--- src/rtl/irq_router_pkg.sv ---
package irq_router_pkg;

    typedef enum logic [1:0] {
        GW_IDLE     = 2'd0,
        GW_PENDING  = 2'd1,
        GW_INFLIGHT = 2'd2
    } gw_state_e;

    typedef enum logic [2:0] {
        AR_NONE   = 3'd0,
        AR_PRIO   = 3'd1,
        AR_PEND   = 3'd2,
        AR_ENABLE = 3'd3,
        AR_THRESH = 3'd4,
        AR_CLAIM  = 3'd5
    } areg_e;

    typedef struct packed {
        areg_e       kind;
        logic [15:0] idx;
        logic [15:0] ctx;
    } adec_t;

    localparam logic [31:0] PEND_BASE   = 32'h0000_1000;
    localparam logic [31:0] ENABLE_BASE = 32'h0000_2000;
    localparam logic [31:0] ENABLE_STEP = 32'h0000_0080;
    localparam logic [31:0] CTRL_BASE   = 32'h0020_0000;
    localparam logic [31:0] CTRL_STEP   = 32'h0000_1000;

endpackage

--- src/rtl/irq_addr_decode.sv ---
module irq_addr_decode
    import irq_router_pkg::*;
#(
    parameter int NSRC   = 7,
    parameter int NCTX   = 2,
    parameter int ADDR_W = 26
) (
    input  logic [ADDR_W-1:0] addr,
    output adec_t             dec
);
    localparam int ENW = (NSRC + 1 + 31) / 32;

    logic [31:0] a;
    logic [31:0] off;
    logic [31:0] word;
    logic [31:0] sel;

    always_comb begin
        a    = 32'(addr);
        off  = '0;
        word = '0;
        sel  = '0;
        dec  = '{kind: AR_NONE, idx: '0, ctx: '0};
        if (a[1:0] == 2'b00) begin
            if (a < PEND_BASE) begin
                word = a >> 2;
                if (word >= 32'd1 && word <= 32'(NSRC)) begin
                    dec.kind = AR_PRIO;
                    dec.idx  = word[15:0];
                end
            end else if (a < PEND_BASE + 32'(4 * ENW)) begin
                word     = (a - PEND_BASE) >> 2;
                dec.kind = AR_PEND;
                dec.idx  = word[15:0];
            end else if (a >= ENABLE_BASE && a < ENABLE_BASE + ENABLE_STEP * 32'(NCTX)) begin
                off  = a - ENABLE_BASE;
                sel  = off >> 7;
                word = (off & 32'h7F) >> 2;
                if (word < 32'(ENW)) begin
                    dec.kind = AR_ENABLE;
                    dec.idx  = word[15:0];
                    dec.ctx  = sel[15:0];
                end
            end else if (a >= CTRL_BASE && a < CTRL_BASE + CTRL_STEP * 32'(NCTX)) begin
                off  = a - CTRL_BASE;
                sel  = off >> 12;
                word = off & 32'hFFF;
                dec.ctx = sel[15:0];
                if (word == 32'd0)      dec.kind = AR_THRESH;
                else if (word == 32'd4) dec.kind = AR_CLAIM;
                else                    dec.ctx  = '0;
            end
        end
    end

endmodule

--- src/rtl/irq_gate.sv ---
module irq_gate
    import irq_router_pkg::*;
(
    input  logic clk,
    input  logic rst_n,
    input  logic level,
    input  logic claim_hit,
    input  logic cmpl_hit,
    output logic pending,
    output logic inflight
);
    gw_state_e st_q, st_d;

    always_ff @(posedge clk or negedge rst_n) begin
        if (!rst_n) st_q <= GW_IDLE;
        else        st_q <= st_d;
    end

    always_comb begin
        st_d = st_q;
        unique case (st_q)
            GW_IDLE:     if (level)     st_d = GW_PENDING;
            GW_PENDING:  if (claim_hit) st_d = GW_INFLIGHT;
            GW_INFLIGHT: if (cmpl_hit)  st_d = GW_IDLE;
            default:                    st_d = GW_IDLE;
        endcase
    end

    always_comb begin
        pending  = (st_q == GW_PENDING);
        inflight = (st_q == GW_INFLIGHT);
    end

    AST_PEND_FROM_LEVEL: assert property (@(posedge clk) disable iff (!rst_n)
        $rose(pending) |-> $past(level));
    AST_CLAIM_ONLY_PENDING: assert property (@(posedge clk) disable iff (!rst_n)
        claim_hit |-> pending);
    AST_HOLD_UNTIL_DONE: assert property (@(posedge clk) disable iff (!rst_n)
        (inflight && !cmpl_hit) |=> inflight);

endmodule

--- src/rtl/ctx_select.sv ---
module ctx_select #(
    parameter int NSRC   = 7,
    parameter int PRIO_W = 3,
    parameter int IDW    = 3
) (
    input  logic [NSRC:1]          cand,
    input  logic [NSRC*PRIO_W-1:0] prio_flat,
    input  logic [PRIO_W-1:0]      thr,
    output logic [IDW-1:0]         best_id,
    output logic                   req
);
    logic [PRIO_W-1:0] best_p;
    logic [PRIO_W-1:0] p;

    always_comb begin
        best_id = '0;
        best_p  = '0;
        p       = '0;
        for (int i = 1; i <= NSRC; i++) begin
            p = prio_flat[(i-1)*PRIO_W +: PRIO_W];
            if (cand[i] && (p > thr) && (p > best_p)) begin
                best_p  = p;
                best_id = IDW'(i);
            end
        end
        req = (best_id != '0);
    end

endmodule

--- src/rtl/irq_router.sv ---
module irq_router
    import irq_router_pkg::*;
#(
    parameter int NSRC   = 7,
    parameter int NCTX   = 2,
    parameter int PRIO_W = 3,
    parameter int ADDR_W = 26
) (
    input  logic              clk,
    input  logic              rst_n,
    input  logic [NSRC-1:0]   irq_src,
    input  logic              bus_rd,
    input  logic              bus_wr,
    input  logic [ADDR_W-1:0] bus_addr,
    input  logic [31:0]       bus_wdata,
    output logic [31:0]       bus_rdata,
    output logic              bus_rvalid,
    output logic [NCTX-1:0]   irq_out
);
    localparam int IDW = $clog2(NSRC + 1);
    localparam int CW  = (NCTX > 1) ? $clog2(NCTX) : 1;

    adec_t             dec;
    logic [CW-1:0]     dctx;
    logic [PRIO_W-1:0] prio_q [1:NSRC];
    logic [NSRC:1]     en_q   [NCTX];
    logic [PRIO_W-1:0] thr_q  [NCTX];
    logic [IDW-1:0]    best   [NCTX];
    logic [NSRC*PRIO_W-1:0] prio_flat;
    logic [NSRC:1]     pend, infl, claim_vec, cmpl_vec;
    logic [31:0]       rd_mux;

    irq_addr_decode #(.NSRC(NSRC), .NCTX(NCTX), .ADDR_W(ADDR_W)) u_dec (
        .addr (bus_addr),
        .dec  (dec)
    );

    assign dctx = dec.ctx[CW-1:0];

    for (genvar i = 1; i <= NSRC; i++) begin : g_src
        irq_gate u_gate (
            .clk       (clk),
            .rst_n     (rst_n),
            .level     (irq_src[i-1]),
            .claim_hit (claim_vec[i]),
            .cmpl_hit  (cmpl_vec[i]),
            .pending   (pend[i]),
            .inflight  (infl[i])
        );
        assign prio_flat[(i-1)*PRIO_W +: PRIO_W] = prio_q[i];
    end

    for (genvar c = 0; c < NCTX; c++) begin : g_ctx
        ctx_select #(.NSRC(NSRC), .PRIO_W(PRIO_W), .IDW(IDW)) u_sel (
            .cand      (pend & en_q[c]),
            .prio_flat (prio_flat),
            .thr       (thr_q[c]),
            .best_id   (best[c]),
            .req       (irq_out[c])
        );

        AST_IDLE_CLAIM_ZERO: assert property (@(posedge clk) disable iff (!rst_n)
            (bus_rd && dec.kind == AR_CLAIM && dctx == CW'(c) && !irq_out[c])
            |=> (bus_rdata == 32'd0));
        AST_LIVE_CLAIM_ID: assert property (@(posedge clk) disable iff (!rst_n)
            (bus_rd && dec.kind == AR_CLAIM && dctx == CW'(c) && irq_out[c])
            |=> (bus_rdata != 32'd0));
    end

    // Claim pulses go to the winner of the addressed context; completion pulses
    // go to the written ID, and the gateway drops those that find it not in flight.
    always_comb begin
        claim_vec = '0;
        cmpl_vec  = '0;
        for (int i = 1; i <= NSRC; i++) begin
            if (bus_rd && dec.kind == AR_CLAIM && best[dctx] == IDW'(i))
                claim_vec[i] = 1'b1;
            if (bus_wr && dec.kind == AR_CLAIM && bus_wdata == 32'(i))
                cmpl_vec[i] = 1'b1;
        end
    end

    always_ff @(posedge clk or negedge rst_n) begin
        if (!rst_n) begin
            for (int i = 1; i <= NSRC; i++) prio_q[i] <= '0;
            for (int c = 0; c < NCTX; c++) begin
                en_q[c]  <= '0;
                thr_q[c] <= '0;
            end
        end else if (bus_wr) begin
            case (dec.kind)
                AR_PRIO: begin
                    for (int i = 1; i <= NSRC; i++)
                        if (dec.idx == 16'(i)) prio_q[i] <= bus_wdata[PRIO_W-1:0];
                end
                AR_ENABLE: begin
                    for (int c = 0; c < NCTX; c++)
                        for (int i = 1; i <= NSRC; i++)
                            if (dctx == CW'(c) && dec.idx == 16'(i / 32))
                                en_q[c][i] <= bus_wdata[i % 32];
                end
                AR_THRESH: begin
                    for (int c = 0; c < NCTX; c++)
                        if (dctx == CW'(c)) thr_q[c] <= bus_wdata[PRIO_W-1:0];
                end
                default: ;
            endcase
        end
    end

    always_comb begin
        rd_mux = '0;
        case (dec.kind)
            AR_PRIO: begin
                for (int i = 1; i <= NSRC; i++)
                    if (dec.idx == 16'(i)) rd_mux[PRIO_W-1:0] = prio_q[i];
            end
            AR_PEND: begin
                for (int i = 1; i <= NSRC; i++)
                    if (dec.idx == 16'(i / 32)) rd_mux[i % 32] = pend[i];
            end
            AR_ENABLE: begin
                for (int c = 0; c < NCTX; c++)
                    for (int i = 1; i <= NSRC; i++)
                        if (dctx == CW'(c) && dec.idx == 16'(i / 32))
                            rd_mux[i % 32] = en_q[c][i];
            end
            AR_THRESH: begin
                for (int c = 0; c < NCTX; c++)
                    if (dctx == CW'(c)) rd_mux[PRIO_W-1:0] = thr_q[c];
            end
            AR_CLAIM: rd_mux[IDW-1:0] = best[dctx];
            default: ;
        endcase
    end

    always_ff @(posedge clk or negedge rst_n) begin
        if (!rst_n) begin
            bus_rdata  <= '0;
            bus_rvalid <= 1'b0;
        end else begin
            bus_rdata  <= bus_rd ? rd_mux : 32'd0;
            bus_rvalid <= bus_rd;
        end
    end

    AST_ONE_CLAIM: assert property (@(posedge clk) disable iff (!rst_n)
        $onehot0(claim_vec));
    AST_UNMAPPED_ZERO: assert property (@(posedge clk) disable iff (!rst_n)
        (bus_rd && dec.kind == AR_NONE) |=> (bus_rdata == 32'd0));
    AST_PRIO_UPPER_ZERO: assert property (@(posedge clk) disable iff (!rst_n)
        (bus_rd && dec.kind == AR_PRIO) |=> (bus_rdata[31:PRIO_W] == '0));
    AST_ENABLE_BIT0: assert property (@(posedge clk) disable iff (!rst_n)
        (bus_rd && dec.kind == AR_ENABLE && dec.idx == 16'd0) |=> !bus_rdata[0]);

endmodule

--- config.mk ---
export PLATFORM = sky130hd
export DESIGN_NAME = irq_router
export DESIGN_NICKNAME = d
export VERILOG_FILES = /design/src/rtl/irq_router_pkg.sv /design/src/rtl/irq_addr_decode.sv /design/src/rtl/irq_gate.sv /design/src/rtl/ctx_select.sv /design/src/rtl/irq_router.sv
export SDC_FILE = /design/constraint.sdc
export NUM_CORES = 1
export LEC_CHECK = 0
export CAP_MARGIN = 20
export CORE_MARGIN = 1
export CORE_UTILIZATION = 38
export CTS_BUF_LIST = sky130_fd_sc_hd__clkbuf_16
export DETAILED_ROUTE_END_ITERATION = 10
export MAX_ROUTING_LAYER = met4
export PLACE_DENSITY = 0.63
export SETUP_SLACK_MARGIN = 0.02
export SKIP_LAST_GASP = 1
export SLEW_MARGIN = 10
export SYNTH_ARGS = -nofsm -noshare
export SYNTH_HDL_FRONTEND = slang
export SYNTH_HIERARCHICAL = 1
export SYNTH_SLANG_ARGS = --single-unit
--- constraint.sdc ---
create_clock -name clk -period 17.55 [get_ports clk]
set_input_delay 1.755 -clock clk [delete_from_list [all_inputs] [get_ports clk]]
set_output_delay 1.755 -clock clk [all_outputs]
set_load 0.1 [all_outputs]
### Yosys cells after proc, flatten, opt, wreduce, memory -nomap -nowiden

Index checks and enable logic that the tools add are counted.

* register bits after elaboration: 64
* input port bits: 69
* output and inout bits: 35
* word-level logic and storage cells: 325

* add/subtract/negate cells: 3
* order comparisons: 37
* equality and inequality tests: 62
* multiplexer cells: 120
* bitwise operators: 4
* reductions and logical operators: 79

Operators by type and width (number)
* == test 32 x 3 -> 1 bit, second input constant: 4
* two-way mux 16 bit: 7
* two-way mux 3 bit: 35
* greater-than comparator 3 bit: 26
* == test 16 x 3 -> 1 bit, second input constant: 4
* == test 32 x 2 -> 1 bit, second input constant: 2
* AND reduction 3 bit: 18
* less-than comparator 26 x 13 -> 1 bit, second input constant: 2
* two-way mux 2 bit: 25
* logical AND 1 bit: 49
* case mux 2 bit (3 select lines): 7
* two-way mux 19 bit: 2
* two-way mux 1 bit: 37
* two-way mux 35 bit: 1
* two-way mux 34 bit: 1
* == test 16 x 2 -> 1 bit, second input constant: 2
* == test 32 x 1 -> 1 bit, second input constant: 1
* logical NOT 32 bit: 1
* inequality test 2 x 1 -> 1 bit, second input constant: 14
* subtractor 26 x 22 -> 27 bit, second input constant: 1
* >= comparator 26 x 14 -> 1 bit, second input constant: 1
* >= comparator 26 x 22 -> 1 bit, second input constant: 1
* less-than comparator 26 x 14 -> 1 bit, second input constant: 1
* less-than comparator 26 x 22 -> 1 bit, second input constant: 1
* 26 further kinds: 62

### Longest topological paths before layout

* depth after elaboration: 31
* depth in mapped cells: 50
* mapped depth without buffers: 50

### Cells and area by module

Netlist, hierarchy kept.

By module, submodules not included
* irq_router: instances 1, cells each 301, area each 3081.7 µm², sequential area each 1251.2 µm²
* ctx_select: instances 2, cells each 169, area each 1246.2 µm², sequential area each 0.0 µm²
* irq_addr_decode: instances 1, cells each 131, area each 934.6 µm², sequential area each 0.0 µm²
* irq_gate: instances 7, cells each 9, area each 93.8 µm², sequential area each 50.0 µm²

### Worst setup path before layout

OpenSTA, ideal clock, no wires.

* path kind: reg2out
* from: reg prio_q (netlist bit prio_flat[2])
* to: out irq_out[0]
* arrival: 8.819 ns
* data required time: 15.795 ns
* path slack: 6.976 ns
* stages on the path, launching flop included: 43
* path buffers: 0
* cell sequence: dfrtp_1 ha_1 o21ai_0 a31oi_1 and2_1 nand2_1 ha_1 nand3b_1 a22oi_1 and3_2 nor2_1 ha_1 a21oi_1 a22o_1 or2_1 a31oi_1 inv_1 ha_1 (+7 left out) a22oi_1 o221ai_1 a221oi_4 nor2_2 mux2_1 ha_1 inv_1 a21o_1 a21oi_1 nor3_1 inv_1 a41oi_1 ha_1 a21o_1 a21oi_1 nor3_1 nor2_1 nand4_1

* word-level cells in the longest chain between the ends: 23
* elaborated cells on any way between the ends: 30
* those cells by class: 8 x order compare; 13 x mux; 9 x reduce/logical

Ends and longest elaborated chain
* start: declaration: RTL line irq_router.sv:25 `logic [PRIO_W-1:0] prio_q [1:NSRC];`
* start signal: indexed assignment: RTL line irq_router.sv:94 `if (dec.idx == 16'(i)) prio_q[i] <= bus_wdata[PRIO_W-1:0];`
* greater-than comparator 3 bit: RTL line ctx_select.sv:21 `if (cand[i] && (p > thr) && (p > best_p)) begin`
* logical AND 1 bit (2 in series): RTL line ctx_select.sv:21
* two-way mux 3 bit: RTL line ctx_select.sv:21
* greater-than comparator 3 bit: RTL line ctx_select.sv:21
* logical AND 1 bit: RTL line ctx_select.sv:21
* two-way mux 3 bit: RTL line ctx_select.sv:21
* greater-than comparator 3 bit: RTL line ctx_select.sv:21
* logical AND 1 bit: RTL line ctx_select.sv:21
* (+6 left out)
* two-way mux 3 bit: RTL line ctx_select.sv:21
* greater-than comparator 3 bit: RTL line ctx_select.sv:21
* logical AND 1 bit: RTL line ctx_select.sv:21
* two-way mux 3 bit: RTL line ctx_select.sv:21
* greater-than comparator 3 bit: RTL line ctx_select.sv:21
* logical AND 1 bit: RTL line ctx_select.sv:21
* two-way mux 3 bit *: RTL line ctx_select.sv:21
* nonzero test 3 bit *: RTL line ctx_select.sv:26 `req = (best_id != '0);`
* end: declaration: RTL line irq_router.sv:18 `output logic [NCTX-1:0] irq_out`

Mark *: on every way between the ends. The rest lies on a longest branch, timed or not.

### Worst setup path after layout

* from: reg thr_q[2] in the netlist's numbering
* to: out irq_out[1]

* word-level cells in the longest chain between the ends: 23
* elaborated cells on any way between the ends: 41
* those cells by class: 13 x order compare; 13 x mux; 15 x reduce/logical

Ends and longest elaborated chain
* start: declaration: RTL line irq_router.sv:27 `logic [PRIO_W-1:0] thr_q [NCTX];`
* start signal: indexed assignment: RTL line irq_router.sv:104 `if (dctx == CW'(c)) thr_q[c] <= bus_wdata[PRIO_W-1:0];`
* greater-than comparator 3 bit: RTL line ctx_select.sv:21
* logical AND 1 bit (2 in series): RTL line ctx_select.sv:21
* two-way mux 3 bit: RTL line ctx_select.sv:21
* greater-than comparator 3 bit: RTL line ctx_select.sv:21
* logical AND 1 bit: RTL line ctx_select.sv:21
* two-way mux 3 bit: RTL line ctx_select.sv:21
* greater-than comparator 3 bit: RTL line ctx_select.sv:21
* logical AND 1 bit: RTL line ctx_select.sv:21
* (+6 left out)
* two-way mux 3 bit: RTL line ctx_select.sv:21
* greater-than comparator 3 bit: RTL line ctx_select.sv:21
* logical AND 1 bit: RTL line ctx_select.sv:21
* two-way mux 3 bit: RTL line ctx_select.sv:21
* greater-than comparator 3 bit: RTL line ctx_select.sv:21
* logical AND 1 bit: RTL line ctx_select.sv:21
* two-way mux 3 bit *: RTL line ctx_select.sv:21
* nonzero test 3 bit *: RTL line ctx_select.sv:26

Marks and branches as above.

==> impl_metrics.tcl <==
set metrics [dict create \
    finalNonFillerCells 1098 \
    drive_above_1_share 0.1233 \
    clock_path_buffers 2 \
    startpoint_type "register" \
    num_rows 49 \
    place_congestion 0.9154 \
    die_x_um 137.3 \
    io_pins 104 \
    crit_path_end "irq_out[1]" \
    cts.repair.resized 0 \
    die-area_sq_um 18840 \
    post_cts_buffers 0 \
    grt_max_degree 65 \
    p_per_area_nw_per_um2 51.04 \
    cts_tree "done" \
    clock_latency_ns 0.33 \
    r2r_cells 45 \
    grt_use_met1 0.2872 \
    grt_pass1_wl_mm 31.32 \
    crit_cells 45 \
    reg2reg_slack_ns 6.88 \
    die_y_um 137.3 \
    ant_nets 0 \
    core_area_sq_um 17960 \
    combPwrFrac 0.141 \
    fill_cells 1745 \
    setup_viol 0 \
    numCtsBuffers 9 \
    drv_cap 0 \
    slew_headroom 0.3495 \
    net-switching-power_w 0.0001105 \
    crit_path_end_kind "output port" \
    met2_usage 0.3566 \
    syn_inst 795 \
    area_growth_pct 17.55 \
    antenna_found_initial 1 \
    clock-sinks 64 \
    path_common_cell "ha_1" \
    grtUsageTotal 0.2231 \
    rsz0062_at_grt "no" \
    overflow 0 \
    final.min_clock_period_ns 12.64 \
    yosys_warnings 6 \
    status "finished clean" \
    drt_iter0_markers 384 \
    ir_drop_uv 43.84 \
    fin_tns_setup_ns 0 \
    syn_area_per_cell_sq_um 8.746 \
    critical_path.top_delay_family "simple AND/OR/NAND/NOR gates" \
    ctsHoldBuffers 0 \
    dpl.cell_count 1081 \
    swShare 0.2649 \
    skew_ns 0.004441 \
    clk_pin_slew_ns 0.06 \
    total_power_w 0.0004171 \
    hold_violations 0 \
    drtPass1Iterations 5 \
    drv_slew 0 \
    worstMarginPinSlew_ns 0.9721 \
    p_seq_frac 0.361 \
    port_buffers 79 \
    cp-startpoint "thr_q[2]$_DFFE_PN0P_" \
    hp-class "register to register" \
    cp.arrival_ns 10.88 \
    p_int_w 0.0003066 \
    hpwl_mm 14.98 \
    power.leakage_nw 3.490 \
    syn-cell-area_sq_um 6953 \
    timing.rr.start "thr_q[2]$_DFFE_PN0P_" \
    grt_use_met3 0.04084 \
    path_class "register to output port" \
    pwr-share-clk 0.499 \
    min_from "g_src[1].u_gate/st_q[1]$_DFFE_PN0P_" \
    nNetsFinal 1015 \
    htreeDepth 3 \
    start_util 0.3871 \
    holdWs_ns 0.4340 \
    r2r_end "bus_rdata[1]$_DFF_PN0_" \
    slowest_delay_ns 1.13 \
    wl_per_cell_um 17.65 \
    num_vias 6114 \
    path_buf_inv 6 \
    viasPerCell 5.568 \
    routed_wl_mm 19.38 \
    cp_slowest_cell "clkdlybuf4s50_1" \
    busiest_layer "met2" \
    drc_errors 0 \
    timing.final.crit_share 0.7201 \
    root_buffer "clkbuf_16" \
    critical_path_required_ns 15.79 \
    first_global_vias 5884 \
    fmax_mhz 79.13 \
    crit_path_max_fanout 9 \
]
[placed cells by master (no fill, tap or decap), types with 8 or more instances in the layout]
cell type,n
conb_1,26
clkdlybuf4s50_1,78
nand3b_1,9
nor4_1,10
clkbuf_16,9
o21ai_0,12
nor3_1,16
nor2_1,54
nor2b_1,11
ha_1,83
a211oi_1,8
a21o_1,9
a21oi_1,48
dfrtp_1,64
inv_1,53
nand4_1,12
nand3_1,51
a31oi_1,8
mux2_4,14
nand2_1,58
mux2i_1,10
mux2_2,31
and2_1,32
nand2b_1,18
a22o_1,11
[flip-flops by register name, summed over array words and instances, names as in the netlist]
register and count:
bus_rdata 8, bus_rvalid 1, en_q 14, g_src.u_gate/st_q 14, prio_flat 21, thr_q 6
[power by group through the flow]
stage	Clock [W]	Combinational (W)	Sequential (W)
after floorplan	0	0.0000372	0.000154
after global placement	0	0.0000586	0.000153
after detailed placement	0	0.0000587	0.000153
after CTS	0.000209	0.0000590	0.000150
after global routing	0.000216	0.0000629	0.000151
final	0.000208	0.0000587	0.000150
[metal layers]
layer | vias up | routed length (um)
met5 | - | 0
met4 | 0 | 359
met3 | 25 | 1031
met2 | 178 | 9008
met1 | 2894 | 8984
li1 | 3017 | -
[worst register-to-register path, delay by kind of cell (launching register included)]
kind / cells / cell delay [ns]
DFF: 1 / 0.39
muxes: 3 / 1.25
buffers and inverters: 4 / 0.65
AOI/OAI and AO/OA: 17 / 3.70
adders and majority gates: 7 / 2.03
and+or+nand+nor: 14 / 2.51
[worst min-delay path by stage]
stage               slack, ns  cells past startpoint                                  end
floorplan                0.41                      1  g_src[1].u_gate/st_q[0]$_DFFE_PN0P_
global route             0.45                      1  g_src[1].u_gate/st_q[0]$_DFFE_PN0P_
finish                   0.43                      1  g_src[1].u_gate/st_q[0]$_DFFE_PN0P_
CTS                      0.44                      1  g_src[1].u_gate/st_q[0]$_DFFE_PN0P_
detailed placement       0.43                      1  g_src[1].u_gate/st_q[0]$_DFFE_PN0P_
global placement         0.42                      1  g_src[5].u_gate/st_q[0]$_DFFE_PN0P_
[per-stage QoR]
step	cell area [sq um]	worst slack [ns]	util
finish	8173	4.913	0.4550
CTS	8170	4.889	0.4548
floorplan	7043	6.976	-
global placement	7826	5.290	0.4357
global route	8173	4.023	0.4550
detailed placement	7826	5.238	0.4357
[cell type report]
class / instances / area, sq um / area share
antenna: 1 / 2.502 / 0.0003062
inverter: 53 / 198.9 / 0.02434
tap: 229 / 286.5 / 0.03506
sequential: 64 / 1602 / 0.1960
clock inverter: 7 / 118.9 / 0.01454
multi-input combinational: 653 / 4931 / 0.6033
clock buffer: 9 / 225.2 / 0.02756
timing repair buffer: 82 / 808.3 / 0.09890
Power figures use the tool's default switching activity.
